**src/rtl/cmd_chan.sv**
```systemverilog
module cmd_chan #(
  parameter int          CHAN    = 0,
  parameter int          TIMEOUT = 100,
  parameter logic [31:0] VERSION = 32'h0002_0001
) (
  input  logic        clk,
  input  logic        rst_n,
  input  logic        bus_wr,
  input  logic [11:0] bus_addr,
  input  logic [31:0] bus_wdata,
  output logic [31:0] bus_rdata,
  output logic        irq_en,
  output logic        eng_req,
  output logic [4:0]  eng_opc,
  output logic [3:0]  eng_sid,
  output logic [15:0] eng_addr,
  output logic [2:0]  eng_cnt,
  output logic [63:0] eng_wdata,
  input  logic        eng_ack,
  input  logic [1:0]  eng_rsp,
  input  logic [63:0] eng_rdata
);

  localparam logic [11:0] BASE = 12'(32'h800 + CHAN * 32'h80);
  localparam int          WD_W = $clog2(TIMEOUT + 1);
  localparam logic [WD_W-1:0] WD_LAST = WD_W'(TIMEOUT - 1);

  localparam logic [6:0] O_CMD = 7'h00, O_CFG = 7'h04, O_STS = 7'h08,
                         O_WD0 = 7'h10, O_WD1 = 7'h14, O_RD0 = 7'h18, O_RD1 = 7'h1C;

  function automatic logic [63:0] byte_mask(input logic [2:0] cnt);
    logic [63:0] m;
    for (int i = 0; i < 8; i++) m[8*i +: 8] = (3'(i) <= cnt) ? 8'hFF : 8'h00;
    return m;
  endfunction

  logic [31:0]     wd0, wd1, rd0, rd1;
  logic [7:0]      cfg;
  logic [3:0]      status;
  logic            rd_op;
  logic [WD_W-1:0] wd_cnt;

  wire       in_win  = bus_addr[11:7] == BASE[11:7];
  wire [6:0] off     = bus_addr[6:0];
  wire       wr_win  = bus_wr && in_win;
  wire       hit_cmd = wr_win && off == O_CMD;
  wire       start   = hit_cmd && !eng_req;
  wire       expire  = eng_req && !eng_ack && wd_cnt == WD_LAST;

  wire [4:0] c_opc    = bus_wdata[31:27];
  wire       c_nodata = c_opc[4] && c_opc[3:0] >= 4'd3 && c_opc[3:0] <= 4'd6;
  wire       c_read   = c_opc == 5'd1 || c_opc == 5'd8 || c_opc == 5'd13 || c_opc == 5'd15;
  wire [2:0] c_cnt    = c_nodata ? 3'd0 : bus_wdata[2:0];

  always_ff @(posedge clk or negedge rst_n) begin
    if (!rst_n) begin
      wd0 <= '0; wd1 <= '0; cfg <= '0; irq_en <= 1'b0;
    end else begin
      if (wr_win && off == O_WD0) wd0 <= bus_wdata;
      if (wr_win && off == O_WD1) wd1 <= bus_wdata;
      if (wr_win && off == O_CFG) cfg <= bus_wdata[7:0];
      if (bus_wr && bus_addr == 12'h004) irq_en <= bus_wdata[0];
    end
  end

  always_ff @(posedge clk or negedge rst_n) begin
    if (!rst_n) begin
      eng_req   <= 1'b0;
      eng_opc   <= '0;
      eng_sid   <= '0;
      eng_addr  <= '0;
      eng_cnt   <= '0;
      eng_wdata <= '0;
      rd_op     <= 1'b0;
      status    <= '0;
      wd_cnt    <= '0;
      rd0       <= '0;
      rd1       <= '0;
    end else if (start) begin
      eng_req   <= 1'b1;
      eng_opc   <= c_opc;
      eng_sid   <= bus_wdata[23:20];
      eng_addr  <= c_nodata ? 16'h0 : bus_wdata[19:4];
      eng_cnt   <= c_cnt;
      eng_wdata <= c_nodata ? 64'h0 : ({wd1, wd0} & byte_mask(c_cnt));
      rd_op     <= c_read;
      status    <= '0;
      wd_cnt    <= '0;
    end else if (eng_req) begin
      if (eng_ack) begin
        eng_req <= 1'b0;
        status  <= {eng_rsp == 2'd3, eng_rsp == 2'd2, eng_rsp == 2'd1, 1'b1};
        if (rd_op && eng_rsp == 2'd0)
          {rd1, rd0} <= eng_rdata & byte_mask(eng_cnt);
      end else if (expire) begin
        eng_req <= 1'b0;
        status  <= 4'b0011;
      end else begin
        wd_cnt <= wd_cnt + 1'b1;
      end
    end
  end

  always_comb begin
    bus_rdata = '0;
    if (bus_addr == 12'h000)      bus_rdata = VERSION;
    else if (bus_addr == 12'h004) bus_rdata = {31'b0, irq_en};
    else if (in_win) begin
      case (off)
        O_CFG:   bus_rdata = {24'b0, cfg};
        O_STS:   bus_rdata = {28'b0, status};
        O_WD0:   bus_rdata = wd0;
        O_WD1:   bus_rdata = wd1;
        O_RD0:   bus_rdata = rd0;
        O_RD1:   bus_rdata = rd1;
        default: bus_rdata = '0;
      endcase
    end
  end

  a_r3_req_held: assert property (@(posedge clk) disable iff (!rst_n)
    eng_req && !eng_ack && wd_cnt != WD_LAST |=> eng_req);
  a_r9_fields_stable: assert property (@(posedge clk) disable iff (!rst_n)
    eng_req |=> $stable(eng_opc) && $stable(eng_sid) && $stable(eng_addr) && $stable(eng_cnt) && $stable(eng_wdata));
  a_r6_status_clear_busy: assert property (@(posedge clk) disable iff (!rst_n)
    eng_req |-> status == 4'b0000);
  a_r7_done_after_ack: assert property (@(posedge clk) disable iff (!rst_n)
    eng_req && eng_ack |=> !eng_req && status[0] && $countones(status[3:1]) <= 1);
  a_r7_qual_needs_done: assert property (@(posedge clk) disable iff (!rst_n)
    status[3:1] != 3'b000 |-> status[0]);
  a_r10_wd_bound: assert property (@(posedge clk) disable iff (!rst_n)
    eng_req |-> wd_cnt <= WD_LAST);
  a_r5_nodata_zero: assert property (@(posedge clk) disable iff (!rst_n)
    eng_req && eng_opc[4] && eng_opc[3:0] >= 4'd3 && eng_opc[3:0] <= 4'd6 |-> eng_addr == 16'h0 && eng_cnt == 3'd0);

endmodule

```
**config.mk**
```make
export PLATFORM = sky130hd
export DESIGN_NAME = cmd_chan
export DESIGN_NICKNAME = d
export VERILOG_FILES = /design/src/rtl/cmd_chan.sv
export SDC_FILE = /design/constraint.sdc
export NUM_CORES = 1
export LEC_CHECK = 0
export ABC_AREA = 1
export BUFFER_PORTS_ARGS = -buffer_cell sky130_fd_sc_hd__buf_2
export CORE_AREA = 2 2 180 164
export DETAILED_ROUTE_END_ITERATION = 10
export DIE_AREA = 0 0 182 166
export PLACE_DENSITY = 0.71
export SLEW_MARGIN = 20
export SYNTH_ARGS = -nofsm -noshare
export SYNTH_HDL_FRONTEND = slang
export SYNTH_SLANG_ARGS = --single-unit
```
**constraint.sdc**
```tcl
create_clock -name clk -period 2.2 [get_ports clk]
set_input_delay 0.22 -clock clk [delete_from_list [all_inputs] [get_ports clk]]
set_output_delay 0.22 -clock clk [all_outputs]
set_load 0.03 [all_outputs]
```
==> Word-level counts from Yosys, hierarchy flattened <==
Cells that the tools add are included.
{ "op_classes": {"eq_ne": 18, "order_cmp": 18, "n_mux": 35, "bitwise_logic": 3, "add_sub_neg": 1, "reduce_logical": 25} }
{ "ops": {"columns": ["operator", "count"], "rows": [
  ["32-bit case mux with 6 select lines", 1],
  ["64-bit bitwise AND", 2],
  ["8-bit 2-to-1 mux", 16],
  ["32-bit 2-to-1 mux", 3],
  ["64-bit 2-to-1 mux", 1],
  ["7-bit by 5-bit equality test with 1-bit output (second input constant)", 4],
  ["7-bit 2-to-1 mux", 4],
  ["3-bit <= comparator (first input constant)", 8],
  ["16-bit 2-to-1 mux", 1],
  ["4-bit 2-to-1 mux", 4],
  ["5-bit by 4-bit equality test with 1-bit output (second input constant)", 3],
  ["12-bit by 3-bit equality test with 1-bit output (second input constant)", 1],
  ["1-bit by 3-bit <= comparator with 1-bit output (first input constant)", 4],
  ["2-bit by 3-bit <= comparator with 1-bit output (first input constant)", 4],
  ["1-bit logical AND", 12],
  ["12-bit logical NOT", 1],
  ["7-bit by 1-bit adder with 7-bit output (second input constant)", 1],
  ["7-bit by 3-bit equality test with 1-bit output (second input constant)", 1],
  ["7-bit by 4-bit equality test with 1-bit output (second input constant)", 1],
  ["7-bit equality test (second input constant)", 1],
  ["7-bit logical NOT", 1],
  ["5-bit by 1-bit equality test with 1-bit output (second input constant)", 1],
  ["5-bit equality test (second input constant)", 1],
  ["2-bit equality test (second input constant)", 2],
  ["other kinds (16)", 22]
]} }
{ "totals": {"wordCells": 115, "in_bits": 114, "register_bits": 242} }

==> Longest topological paths before layout <==
{ "logic_depth": {"depth_word": 8, "mapped_depth": 11, "ltp_nobuf": 10} }

==> Worst setup path after synthesis <==
OpenSTA, ideal clock, no wires.
{ "synth_timing": {"path_type": "input to output", "from": "input bus_addr[5]", "to": "output bus_rdata[7]", "cell_stages": 9, "path_buffers": 2, "path_slack_ns": 0.460, "t_arrival_ns": 1.520, "path_cell_list": "inv_1 -> nand2_1 -> nor2_2 -> buf_2 -> buf_2 -> nand3_1 -> nand2_1 -> nor2_1 -> a21oi_1"} }
{ "synth_via": {"elab_chain_cells": 5, "elab_cells_between_ends": 12} }
{ "synth_lines": {"columns": ["item", "line_no", "source"], "rows": [
  ["start: declaration", "9", "input logic [11:0] bus_addr,"],
  ["7-bit by 5-bit equality test with 1-bit output, or another cell as far along", "109", "case (off)"],
  ["32-bit case mux with 6 select lines", "109", null],
  ["32-bit 2-to-1 mux", "108", "else if (in_win) begin"],
  ["32-bit 2-to-1 mux", "107", "else if (bus_addr == 12'h004) bus_rdata = {31'b0, irq_en};"],
  ["32-bit 2-to-1 mux (*)", "106", "if (bus_addr == 12'h000) bus_rdata = VERSION;"],
  ["end: declaration", "11", "output logic [31:0] bus_rdata,"]
]} }
Mark *: on every way between the ends. The rest lies on a longest branch, timed or not.

==> Final worst setup path <==
{ "layout_timing": {"from": "input bus_addr[1]", "to": "output bus_rdata[22]"} }
The elaborated chain is that of the path after synthesis.

==> results by group <==
Layout
  – Diode count: 0
  – Design area: 14300 um^2
  – Area Overhead vs Synth: 31.4%
  – Fin nets: 1760
  – Fin util: 50.1%
  – Ratio of cells with drive above 1 in the final layout: 20.4%

Critical path
  – Crit path required time: 1.98 ns
  – Largest delay contributor family on the critical path: buffers and inverters
  – CP Buf/Inv Count: 4
  – Critical Path Slowest Stage Cell: o21ai_1
  – CP max FO: 27
  – Crit Path Class: in2out
  – Crit-path cells: buf_2 -> nor2_2 -> nand3_2 -> nor2_4 -> buf_12 -> inv_1 -> o21ai_1 -> nor2_1 -> nor2_1 -> buf_2
  – CP Capture Type: primary output
  – Worst path max stage delay: 0.43 ns
  – Worst EP arrival: 1.97 ns
  – Startpoint types: input port

Timing
  – Final Skew: 0.0130 ns
  – Worst-margin pin slew: 0.703 ns
  – Final hold violations: 0
  – Max Clk Rate: roughly 0.46 GHz
  – Max-slew headroom: roughly 53%
  – Post-layout min period: about 2.2 ns
  – Unrepaired setup endpoints after global routing: yes
  – Final setup viols: 0
  – Final period utilization: 99.7%
  – Slew Limit Fails: 0

Power
  – Leak Pwr: ~7.5 nW
  – Sequential share of power: 46.8%
  – Switching share of power: around 22%
  – Logic pwr share: 5.6%
  – Internal power: 7.42 mW
  – Pwr dens: 669 nW/um^2
  – VDD IR max: a little under 0.6 mV
  – Clock network power share: 47.6%
  – P_sw: 2.14 mW

Logic synthesis
  – Yosys cell types: 29
  – Syn Nets: 1439
  – Flops & latches, synth: roughly 240
  – Syn Inst Count: 1324
  – Mapped Avg Cell Area: 8.21 um^2
  – Post-Syn Area: 10900 um^2
  – Top cell type by total area after synthesis: dfrtp_1
  – Register area share after synthesis: 55.7%
  – Post-synth top area share: a little under three fifths
  – Ys Warns: 0
  – Top area cells in the synthesized netlist: dfrtp_1 56%, nand2_1 14%, o21ai_0 8.2%, nand3_1 5.5%, inv_1 4.3%

GRT
  – Initial antenna violation count: 0
  – GRT Util Overall: 23.0%
  – First-pass GRT wire length: 55300 um
  – Largest net degree at the start of global routing: about 100
  – Total gr overflow: 0
  – Vias in the first global route: 9888

Placed design
  – Placement Cell Area: 12500 um^2
  – Buffers added on ports: around 240
  – Placer Congestion: 0.905
  – Placed wire-length estimate: 24500 um

Floorplan
  – Initial Util: 38.2%
  – Core area: 28500 um^2
  – Die width: ~180 um
  – Die height: ~170 um
  – FP Rows: 59
  – Die ar.: 30200 um^2
  – IO Pins: 240

Clocking
  – Clock Pin Slew Worst Setup and Hold Paths: 0.06 ns
  – CTS Buf Count: 27
  – Clock latency on the worst-skew pair: between 0.5 and 0.6 ns
  – Clock Root Buffer: clkbuf_16
  – CTS Buffer Depth: 3
  – CTS tree: done
  – Post-CTS Setup Bufs: 0
  – Clk sinks: between 200 and 250
  – Clock H-tree levels: 1

Run status
  – Status: finished clean

Detailed routing
  – ANT nets after route: 0
  – Via density: ~5.1
  – 1st-iter DRT viols: 1089
  – TritonRoute pass-1 iters: 5
  – Via count: 10300
  – Total wire length: 35500 um
  – DR WL/cell: 17.5 um
  – Remaining DRCs: 0

Hold path
  – Hold WC Path Type: in2reg

Run
  – MaxCap Viol Count: 0
[synth_stat cells]
| cell type | instances |
|---|---|
| buf_2 | 17 |
| nor2_2 | 5 |
| inv_1 | 126 |
| o21ai_2 | 5 |
| nor3_2 | 1 |
| o21ai_0 | 178 |
| ha_1 | 1 |
| nand4_1 | 4 |
| nand2_2 | 2 |
| nand3_1 | 119 |
| nand2_1 | 405 |
| buf_6 | 9 |
| o21a_1 | 2 |
| buf_4 | 11 |
| o22ai_1 | 15 |
| inv_2 | 4 |
| inv_4 | 2 |
| clkbuf_1 | 27 |
| a21oi_1 | 7 |
| nor3_1 | 8 |
| dfrtp_1 | 242 |
| nor2_4 | 2 |
| clkbuf_2 | 2 |
| nor2_1 | 75 |
| xor2_1 | 1 |
| o21ai_1 | 48 |
| nand3_2 | 4 |
| nand2_4 | 1 |
| a21oi_2 | 1 |
[routing by layer]
metal,vias to the layer above,share of wire [%],track usage (%)
li1,4892,-,-
met1,4969,45,33.7
met2,422,44,35.2
met3,55,8.0,4.61
met4,0,2.3,5.79
met5,-,0,0
[state kept, by name, indices dropped and copies added (netlist names), 4 cells and up]
register,cells
status,4
cfg,8
eng_sid,4
rd0,32
wd0,32
eng_opc,5
rd1,32
eng_addr,16
wd1,32
eng_wdata,64
wd_cnt,7
[final timing paths]
check                         startpoint            end  slack [ns]  depth (start not counted)
setup / recovery             bus_addr[1]  bus_rdata[22]       0.006                         10
hold / removal             bus_wdata[23]        wd1[23]        0.02                          3
setup reg to reg               wd_cnt[0]      status[3]        0.34                          8
hold reg to reg            eng_wdata[46]  eng_wdata[46]        0.47                          2
max in group asynchronous          rst_n        rd0[28]        1.21                          3
min in group asynchronous          rst_n  eng_wdata[52]        0.23                          2
[placed cells by master (no fill, tap or decap), types with 2 or more instances in the layout]
cell type / n
dfrtp_1: 242
nand2_1: 405
nand3_2: 3
inv_1: 126
o22ai_1: 15
nand3_1: 119
a21oi_1: 7
o21a_1: 2
clkbuf_1: 6
inv_6: 2
nand4_1: 4
clkbuf_16: 27
nor2_2: 5
nor3_1: 8
dlygate4sd3_1: 90
o21ai_2: 8
clkinv_2: 3
bufinv_16: 2
buf_12: 8
clkbuf_8: 7
inv_2: 4
buf_2: 238
nand2_2: 2
buf_4: 21
o21ai_1: 52
nor2_1: 75
nor2_4: 2
o21ai_0: 171
[worst reg2reg max path, stage by stage, from the launching register on]
cell and delay [ns]:
dfrtp_1 0.42, ha_1 0.25, inv_1 0.10, nor2_1 0.13, nand4_1 0.10, nand2_1 0.32, nand2_1 0.24, nand2_1 0.11
o21ai_0 0.08
[kinds of logic after synthesis]
logic type                 count (synthesis)  synth area share, %
and+or+nand+nor                          626                 23.8
AOI/OAI and AO/OA                        256                 12.2
DFF                                      242                 55.7
buffers and inverters                    198                 8.10
xor gates and xnor gates                   1               0.0805
adders and majority gates                  1                0.115
[power groups by stage]
stage | Clock, mW | Sequential (mW) | Combinational, mW
2_1_floorplan | 0 | 4.56 | 0.108
3_3_place_gp | 0 | 4.55 | 0.404
3_5_place_dp | 0 | 4.55 | 0.407
4_1_cts | 4.63 | 4.47 | 0.531
5_1_grt | 4.80 | 4.47 | 0.589
6_report | 4.55 | 4.47 | 0.535
[area by class of cell]
class | count | area, um^2
fillers | 2634 | 14200
flip-flops and latches | 242 | 6060
multi-input cells | 884 | 3960
repair buffers | 358 | 2420
clock buffers | 40 | 795
inverters | 132 | 503
well taps | 366 | 458
clock inverters | 7 | 95.1
[what timing repair did]
| action | in CTS | in global routing |
|---|---|---|
| hold buffers | 90 | 0 |
| endpoints found under the hold margin | 165 | 0 |
| setup endpoints to repair | 7 | 7 |
| gates resized for setup | 1 | 10 |
[stage by stage]
stage / total power [mW] / instances / setup WS, ns / hold slack [ns] / setup TNS, ns
3_3_place_gp: 4.96 / 1892 / -0.0394 / 0.211 / -0.124
2_1_floorplan: 4.66 / 1324 / 0.460 / -0.0756 / 0
5_1_grt: 9.86 / 2029 / -0.0332 / 0.0245 / -0.0653
4_1_cts: 9.63 / 2029 / -0.0516 / 0.000990 / -0.167
3_5_place_dp: 4.96 / 1892 / -0.0827 / 0.208 / -0.206
6_report: 9.56 / 2029 / 0.00581 / 0.0176 / 0
No activity file was read; power rests on OpenSTA's default activity.
